## config.mk

```make
export PLATFORM = sky130hd
export DESIGN_NAME = apx_mult
export DESIGN_NICKNAME = d
export VERILOG_FILES = /design/src/rtl/apx_mult_pkg.sv /design/src/rtl/apx_mult_pp.sv /design/src/rtl/apx_mult_reduce.sv /design/src/rtl/apx_mult_rca.sv /design/src/rtl/apx_mult.sv
export SDC_FILE = /design/constraint.sdc
export NUM_CORES = 1
export LEC_CHECK = 0
export BUFFER_PORTS_ARGS = -buffer_cell sky130_fd_sc_hd__buf_2
export CELL_PAD_IN_SITES_DETAIL_PLACEMENT = 1
export CELL_PAD_IN_SITES_GLOBAL_PLACEMENT = 1
export CORE_MARGIN = 2
export CORE_UTILIZATION = 45
export CTS_BUF_LIST = sky130_fd_sc_hd__clkbuf_8 sky130_fd_sc_hd__clkbuf_16
export CTS_CLUSTER_DIAMETER = 150
export CTS_CLUSTER_SIZE = 30
export DETAILED_ROUTE_END_ITERATION = 8
export PLACE_DENSITY = 0.88
export SLEW_MARGIN = 10
export SYNTH_ARGS = -nofsm -noshare
export SYNTH_HDL_FRONTEND = slang
export SYNTH_HIERARCHICAL = 1
export SYNTH_SLANG_ARGS = --single-unit
export TNS_END_PERCENT = 10
```

## constraint.sdc

```tcl
create_clock -name clk_i -period 0.8 [get_ports clk_i]
set_input_delay 0.16 -clock clk_i [delete_from_list [all_inputs] [get_ports clk_i]]
set_output_delay 0.16 -clock clk_i [all_outputs]
set_load 0.005 [all_outputs]
```

## src/rtl/apx_mult_pkg.sv

```systemverilog
package apx_mult_pkg;

  // {carry, sum}
  function automatic logic [1:0] fa3(input logic x, input logic y, input logic z);
    return {(x & y) | (x & z) | (y & z), x ^ y ^ z};
  endfunction

  // {carry_hi, carry_lo, sum}; value never exceeds popcount of grp
  function automatic logic [2:0] cmp82_apx(input logic [7:0] grp);
    logic [3:0] pr_x;
    logic [3:0] pr_a;
    for (int k = 0; k < 4; k++) begin
      pr_x[k] = grp[2*k] ^ grp[2*k+1];
      pr_a[k] = grp[2*k] & grp[2*k+1];
    end
    return {pr_a[3] | pr_a[2], pr_a[1] | pr_a[0], |pr_x};
  endfunction

endpackage

```

## src/rtl/apx_mult_pp.sv

```systemverilog
module apx_mult_pp #(
  parameter int N = 8
) (
  input  logic [N-1:0]         a_i,
  input  logic [N-1:0]         b_i,
  output logic [N-1:0][N-1:0]  pp_o
);

  for (genvar i = 0; i < N; i++) begin : g_row
    for (genvar j = 0; j < N; j++) begin : g_col
      assign pp_o[i][j] = a_i[i] & b_i[j];
    end
  end

endmodule

```

## src/rtl/apx_mult_reduce.sv

```systemverilog
module apx_mult_reduce
  import apx_mult_pkg::*;
#(
  parameter int N       = 8,
  parameter bit APPROX  = 1'b1,
  parameter int BAND_LO = 7,
  parameter int BAND_HI = 10
) (
  input  logic [N-1:0][N-1:0] pp_i,
  output logic [2*N-1:0]      row0_o,
  output logic [2*N-1:0]      row1_o
);

  localparam int W = 2 * N;
  localparam int H = 2 * N + 4;  // bound on bits held by one column

  // Columns are processed low to high; carries of column c join column c+1.
  always_comb begin
    logic       col [H];
    logic       cry [H];
    int         cnt;
    int         ccnt;
    logic [7:0] grp;
    logic [2:0] cmp;
    logic [1:0] fa;
    for (int k = 0; k < H; k++) begin
      col[k] = 1'b0;
      cry[k] = 1'b0;
    end
    cnt    = 0;
    ccnt   = 0;
    grp    = '0;
    cmp    = '0;
    fa     = '0;
    row0_o = '0;
    row1_o = '0;
    for (int c = 0; c < W; c++) begin
      cnt = 0;
      for (int k = 0; k < H; k++) begin
        if (k < ccnt) begin
          col[cnt] = cry[k];
          cnt++;
        end
      end
      ccnt = 0;
      for (int i = 0; i < N; i++) begin
        if ((c - i >= 0) && (c - i < N)) begin
          col[cnt] = pp_i[i][c-i];
          cnt++;
        end
      end
      if (APPROX && (c >= BAND_LO) && (c <= BAND_HI)) begin
        for (int it = 0; it < H; it++) begin
          if (cnt >= 8) begin
            for (int q = 0; q < 8; q++) grp[q] = col[cnt-8+q];
            cnt -= 8;
            cmp = cmp82_apx(grp);
            col[cnt] = cmp[0];
            cnt++;
            cry[ccnt]   = cmp[1];
            cry[ccnt+1] = cmp[2];
            ccnt += 2;
          end
        end
      end
      for (int it = 0; it < H; it++) begin
        if (cnt > 2) begin
          fa = fa3(col[cnt-1], col[cnt-2], col[cnt-3]);
          cnt -= 3;
          col[cnt] = fa[0];
          cnt++;
          cry[ccnt] = fa[1];
          ccnt++;
        end
      end
      row0_o[c] = (cnt > 0) ? col[0] : 1'b0;
      row1_o[c] = (cnt > 1) ? col[1] : 1'b0;
    end
  end

endmodule

```

## src/rtl/apx_mult_rca.sv

```systemverilog
module apx_mult_rca
  import apx_mult_pkg::*;
#(
  parameter int W = 16
) (
  input  logic [W-1:0] x_i,
  input  logic [W-1:0] y_i,
  output logic [W-1:0] s_o
);

  logic [W-1:0] cin;
  assign cin[0] = 1'b0;

  for (genvar k = 0; k < W; k++) begin : g_bit
    logic [1:0] r;
    assign r      = fa3(x_i[k], y_i[k], cin[k]);
    assign s_o[k] = r[0];
    if (k < W - 1) begin : g_chain
      assign cin[k+1] = r[1];
    end
  end

endmodule

```

## src/rtl/apx_mult.sv

```systemverilog
module apx_mult #(
  parameter int N       = 8,
  parameter bit APPROX  = 1'b1,
  parameter bit REG_OUT = 1'b1,
  parameter int BAND_LO = (N == 8) ? 7 : N / 2,
  parameter int BAND_HI = (N == 8) ? 10 : (3 * N) / 2 - 1
) (
  input  logic           clk_i,
  input  logic           rst_ni,
  input  logic [N-1:0]   a_i,
  input  logic [N-1:0]   b_i,
  output logic [2*N-1:0] p_o
);

  localparam int W = 2 * N;

  logic [N-1:0][N-1:0] pp;
  logic [W-1:0]        row0;
  logic [W-1:0]        row1;
  logic [W-1:0]        sum;

  apx_mult_pp #(.N(N)) u_pp (
    .a_i  (a_i),
    .b_i  (b_i),
    .pp_o (pp)
  );

  apx_mult_reduce #(
    .N       (N),
    .APPROX  (APPROX),
    .BAND_LO (BAND_LO),
    .BAND_HI (BAND_HI)
  ) u_reduce (
    .pp_i   (pp),
    .row0_o (row0),
    .row1_o (row1)
  );

  apx_mult_rca #(.W(W)) u_rca (
    .x_i (row0),
    .y_i (row1),
    .s_o (sum)
  );

  if (REG_OUT) begin : g_reg
    logic [W-1:0] p_q;
    always_ff @(posedge clk_i or negedge rst_ni) begin
      if (!rst_ni) p_q <= '0;
      else         p_q <= sum;
    end
    assign p_o = p_q;
  end else begin : g_comb
    logic unused_clk_rst;
    assign unused_clk_rst = clk_i ^ rst_ni;
    assign p_o = sum;
  end

endmodule

```

== Word level (Yosys, flattened, before mapping) ==
Index checks and enable logic that the tools add are counted.

* Output and inout bits: 16
* Bits of input ports: 18
* Flip-flop bits (word level): 16
* Word-level logic and storage cells: 345

* Reductions and logical operators: 3
* Bitwise logic cells: 341

{| class="wikitable"
|+ Operator list
! kind !! count
|-
| 1-bit bitwise AND || 183
|-
| 1-bit XOR || 86
|-
| 1-bit bitwise OR || 72
|-
| 4-bit OR reduction || 3
|}

== Depth between registers and ports, before layout ==
* Word-level depth: 49
* Depth in mapped cells: 34
* Mapped depth without buffers: 34

== Cells and area by module ==
The synthesis kept the hierarchy.

{| class="wikitable"
|+ Modules (own cells, without submodules)
! module !! area an instance (sq um) !! instances !! seq. area each (sq um) !! cells an instance
|-
| apx_mult_reduce || 1087.3 || 1 || 0.0 || 125
|-
| apx_mult || 400.4 || 1 || 400.4 || 16
|-
| apx_mult_pp || 400.4 || 1 || 0.0 || 64
|-
| apx_mult_rca || 316.6 || 1 || 0.0 || 16
|}

== Worst setup path before layout ==
No wires, ideal clock.

* Path kind: input -> register
* From: input port a_i[2]
* To: register g_reg.p_q[15], in the netlist p_o[15]
* Stages on the path: 30
* Path buffers: 0
* Setup time: 135 ps
* Setup slack: -7965 ps
* Required time: 665 ps
* Data arrival time: 8629 ps
* Cell sequence: and2_1 fa_1 fa_1 fa_1 inv_1 fa_1 fa_1 inv_1 fa_1 inv_1 fa_1 fa_1 fa_1 inv_1 ha_1 nor4_1 fa_1 inv_1 ha_1 or2_2 fa_1 inv_1 fa_1 fa_1 inv_1 fa_1 fa_1 fa_1 fa_1 xor3_1

* Elaborated cells between the ends (all ways): 192
* Those cells by class: 189 x bitwise; 3 x reduce/logical

{| class="wikitable"
|+ RTL lines
! item !! line !! RTL
|-
| from (decl) || apx_mult.sv:10 || <nowiki>input logic [N-1:0] a_i,</nowiki>
|-
| 1-bit bitwise AND || apx_mult_pp.sv:11 || <nowiki>assign pp_o[i][j] = a_i[i] & b_i[j];</nowiki>
|-
| 1-bit bitwise AND || apx_mult_pkg.sv:5 || <nowiki>return {(x & y) | (x & z) | (y & z), x ^ y ^ z};</nowiki>
|-
| 1-bit bitwise OR (2 in series) || apx_mult_pkg.sv:5 ||
|-
| 1-bit bitwise AND || apx_mult_pkg.sv:5 ||
|-
| 1-bit bitwise OR (2 in series) || apx_mult_pkg.sv:5 ||
|-
| 1-bit bitwise AND || apx_mult_pkg.sv:5 ||
|-
| 1-bit bitwise OR (2 in series) || apx_mult_pkg.sv:5 ||
|-
| 1-bit XOR || apx_mult_pkg.sv:5 ||
|-
| (+26 left out) || - ||
|-
| named net row0[11] || apx_mult.sv:18 || <nowiki>logic [W-1:0] row0;</nowiki>
|-
| (+3 left out) || - ||
|-
| 1-bit bitwise OR * || apx_mult_pkg.sv:5 ||
|-
| 1-bit bitwise AND || apx_mult_pkg.sv:5 ||
|-
| 1-bit bitwise OR || apx_mult_pkg.sv:5 ||
|-
| 1-bit bitwise OR * || apx_mult_pkg.sv:5 ||
|-
| 1-bit bitwise AND || apx_mult_pkg.sv:5 ||
|-
| 1-bit bitwise OR || apx_mult_pkg.sv:5 ||
|-
| 1-bit bitwise OR * || apx_mult_pkg.sv:5 ||
|-
| named net sum[15] || apx_mult.sv:20 || <nowiki>logic [W-1:0] sum;</nowiki>
|-
| to (signal assigned) || apx_mult.sv:49 || <nowiki>else p_q <= sum;</nowiki>
|-
| to (decl) || apx_mult.sv:46 || <nowiki>logic [W-1:0] p_q;</nowiki>
|}

Mark *: on every way through the listed nets, which the timed path passes. The rest lies on a longest branch.

==> reports/qor.yml <==
run_status:
  status: "finished with violations"
  violations: "setup timing"
setup_path:
  cp.arrival_ps: 8490
  cp_common_cell: "fa_2"
  crit_slowest_cell: "fa_1"
  critPathKind: "input pin to flop"
  worstPathMaxFanout: 4
  max_stage_delay_ps: 570
  worstPathRequired_ps: 920
  critPathLaunchType: "input pin"
  end_kind: "flop"
sta:
  setup_viol: 31
  fin_crit_sh: 10.5
  hold_violations: 0
  drv_slew: 0
  finalSetupTns_ps: -64810
  fmax_ghz: 0.120
  min_period_ps: 8370
  setup_slack_ps: -7570
  rsz0062_at_grt: "yes"
grt:
  grt_use_met2: 0.412
  grt_pass1_wl_um: 9130
  grt_max_degree: 17
  first_global_vias: 1810
  met3_usage: 0.0163
  grt.overflow.total: 0
  grt_antenna_before_repair: 0
  busiest_layer: "met2"
  grtUsageMet1: 0.284
  track_usage: 0.229
floorplanning:
  die_x_um: 74.0
  die_y_um: 74.0
  start_util: 0.467
  core_um2: 4720
  row_count: 25
  io_pins: 34
  die_area_um2: 5480
drt:
  drcViolationCount: 0
  drt_iter0_drc: 12
  dr.pass1.iters: 4
  ant_nets: 0
  dr_total_vias: 1517
  routed_via_density: 4.46
  drt-total-wl_um: 5530
  wl_per_cell_um: 16.3
finish:
  multi_input_area_um2: 1590
  n_fill_cell: 535
  final_layout_size_suffix_gt1_frac: 0.359
  largest_reg_flops: 16
  diodes: 0
  final_cells: 340
  final_area_um2: 2710
  nNetsFinal: 347
  seqCellArea_um2: 400
  area_growth_syn_to_layout_pct: 23.1
pwr:
  p_total_mw: 4.95
  ir_drop_uv: 713
  power_density_nw_per_um2: 1820
  p_leak_nw: 1.37
clocking:
  cts_root_buf: "clkbuf_8"
  clock_sinks: 16
  clk_pin_slew_worst_paths_ps: 60
  cts_buffers: 3
  cts_tree: "yes"
  clockBufferDepth: 2
  cts_post_setup_buffers_inserted: 0
  cts_max_level: 1
yosys:
  netlist_instances: 221
  synth.ff_latch_count: 16
  synth.distinct_cells: 12
  mappedNetlistArea_um2: 2200
  ys_seq_area_frac: 0.182
  yosys_warnings: 6
  syn_area_per_cell_um2: 9.98
placement:
  place_area_um2: 2560
  dp.cells: 336
  port_buffers: 33
  hpwl_um: 4840
  place.gp.congestion: 0.805
  pre_cts_ws_ps: -8050
hold_path:
  min_path_type: "input pin to async pin"
run:
  max_cap_viol_count: 0
[per-layer routing]
metal	wire (µm)	up-vias	share of wire
met3	206	16	0.037
met5	0	-	0
met1	2190	754	0.40
met2	2940	46	0.53
li1	-	701	-
met4	199	0	0.036
[per-stage QoR]
| stage | util | hold slack (ps) |
|---|---|---|
| finish | 0.575 | 360 |
| global route | 0.575 | 397 |
| CTS | 0.573 | 370 |
| detailed placement | 0.542 | 88.6 |
| global placement | 0.542 | 81.7 |
| floorplan | - | -136 |
[path summary, 6_finish.rpt]
kind,startpoint,end,slack [ps],cells past startpoint
max,a_i[2],p_o[15],-7570,31
min,rst_ni,p_o[13],360,2
max in group asynchronous,rst_ni,p_o[3],180,2
min in group clk_i,b_i[0],p_o[0],430,4
[cells by family after synthesis]
group / after synthesis / synth area share
AND/OR/NAND/NOR: 73 / 0.207
XOR/XNOR: 1 / 0.0108
other: 1 / 0.00170
adder cells (fa/ha/maj): 54 / 0.446
buffers and inverters: 76 / 0.153
flip-flops: 16 / 0.182
[cell type report]
cell class / count / area share
Sequential cell: 16 / 0.148
Timing Repair Buffer: 54 / 0.134
Multi-Input combinational cell: 138 / 0.586
Inverter: 62 / 0.0858
Tap cell: 67 / 0.0309
Clock buffer: 3 / 0.0152
[worst max-delay path: cells and delay by family]
kind / cells / cell delay, ps
XOR/XNOR: 1 / 200
adder cells (fa/ha/maj): 19 / 7090
buffers and inverters: 8 / 460
AND/OR/NAND/NOR: 3 / 560
[cells in the final DEF, fill, tap and decap left out, drive strengths merged]
master / synthesis / final
xor3: 1 / 1
or4: 1 / 1
buf: 14 / 53
dlygate4sd3: 0 / 1
inv: 62 / 62
ha: 13 / 13
nor4: 2 / 2
and2: 64 / 64
clkbuf: 0 / 3
dfrtp: 16 / 16
or2: 5 / 5
conb: 1 / 10
fa: 41 / 41
nor2: 1 / 1
[power breakdown]
group	switching (mW)	leakage [nW]	total (mW)	internal (mW)
clock	0.250	0.0216	0.582	0.333
combinational	1.60	1.16	3.10	1.50
sequential	0.0763	0.187	1.26	1.19
[synthesized netlist by cell type]
cell type,count,area (µm²)
and2_1,64,400
ha_1,13,163
or2_2,5,31.3
xor3_1,1,23.8
dfrtp_1,16,400
nor2_1,1,3.75
or4_1,1,7.51
buf_4,14,105
fa_1,41,821
nor4_1,2,12.5
conb_1,1,3.75
inv_1,62,233
[timing repair]
item,CTS,global route
hold buffers,1,0
hold endpoints to repair,16,0
endpoints found under the setup margin,31,31
resized for setup,37,3
pin swaps,14,4
Power figures use the tool's default switching activity.
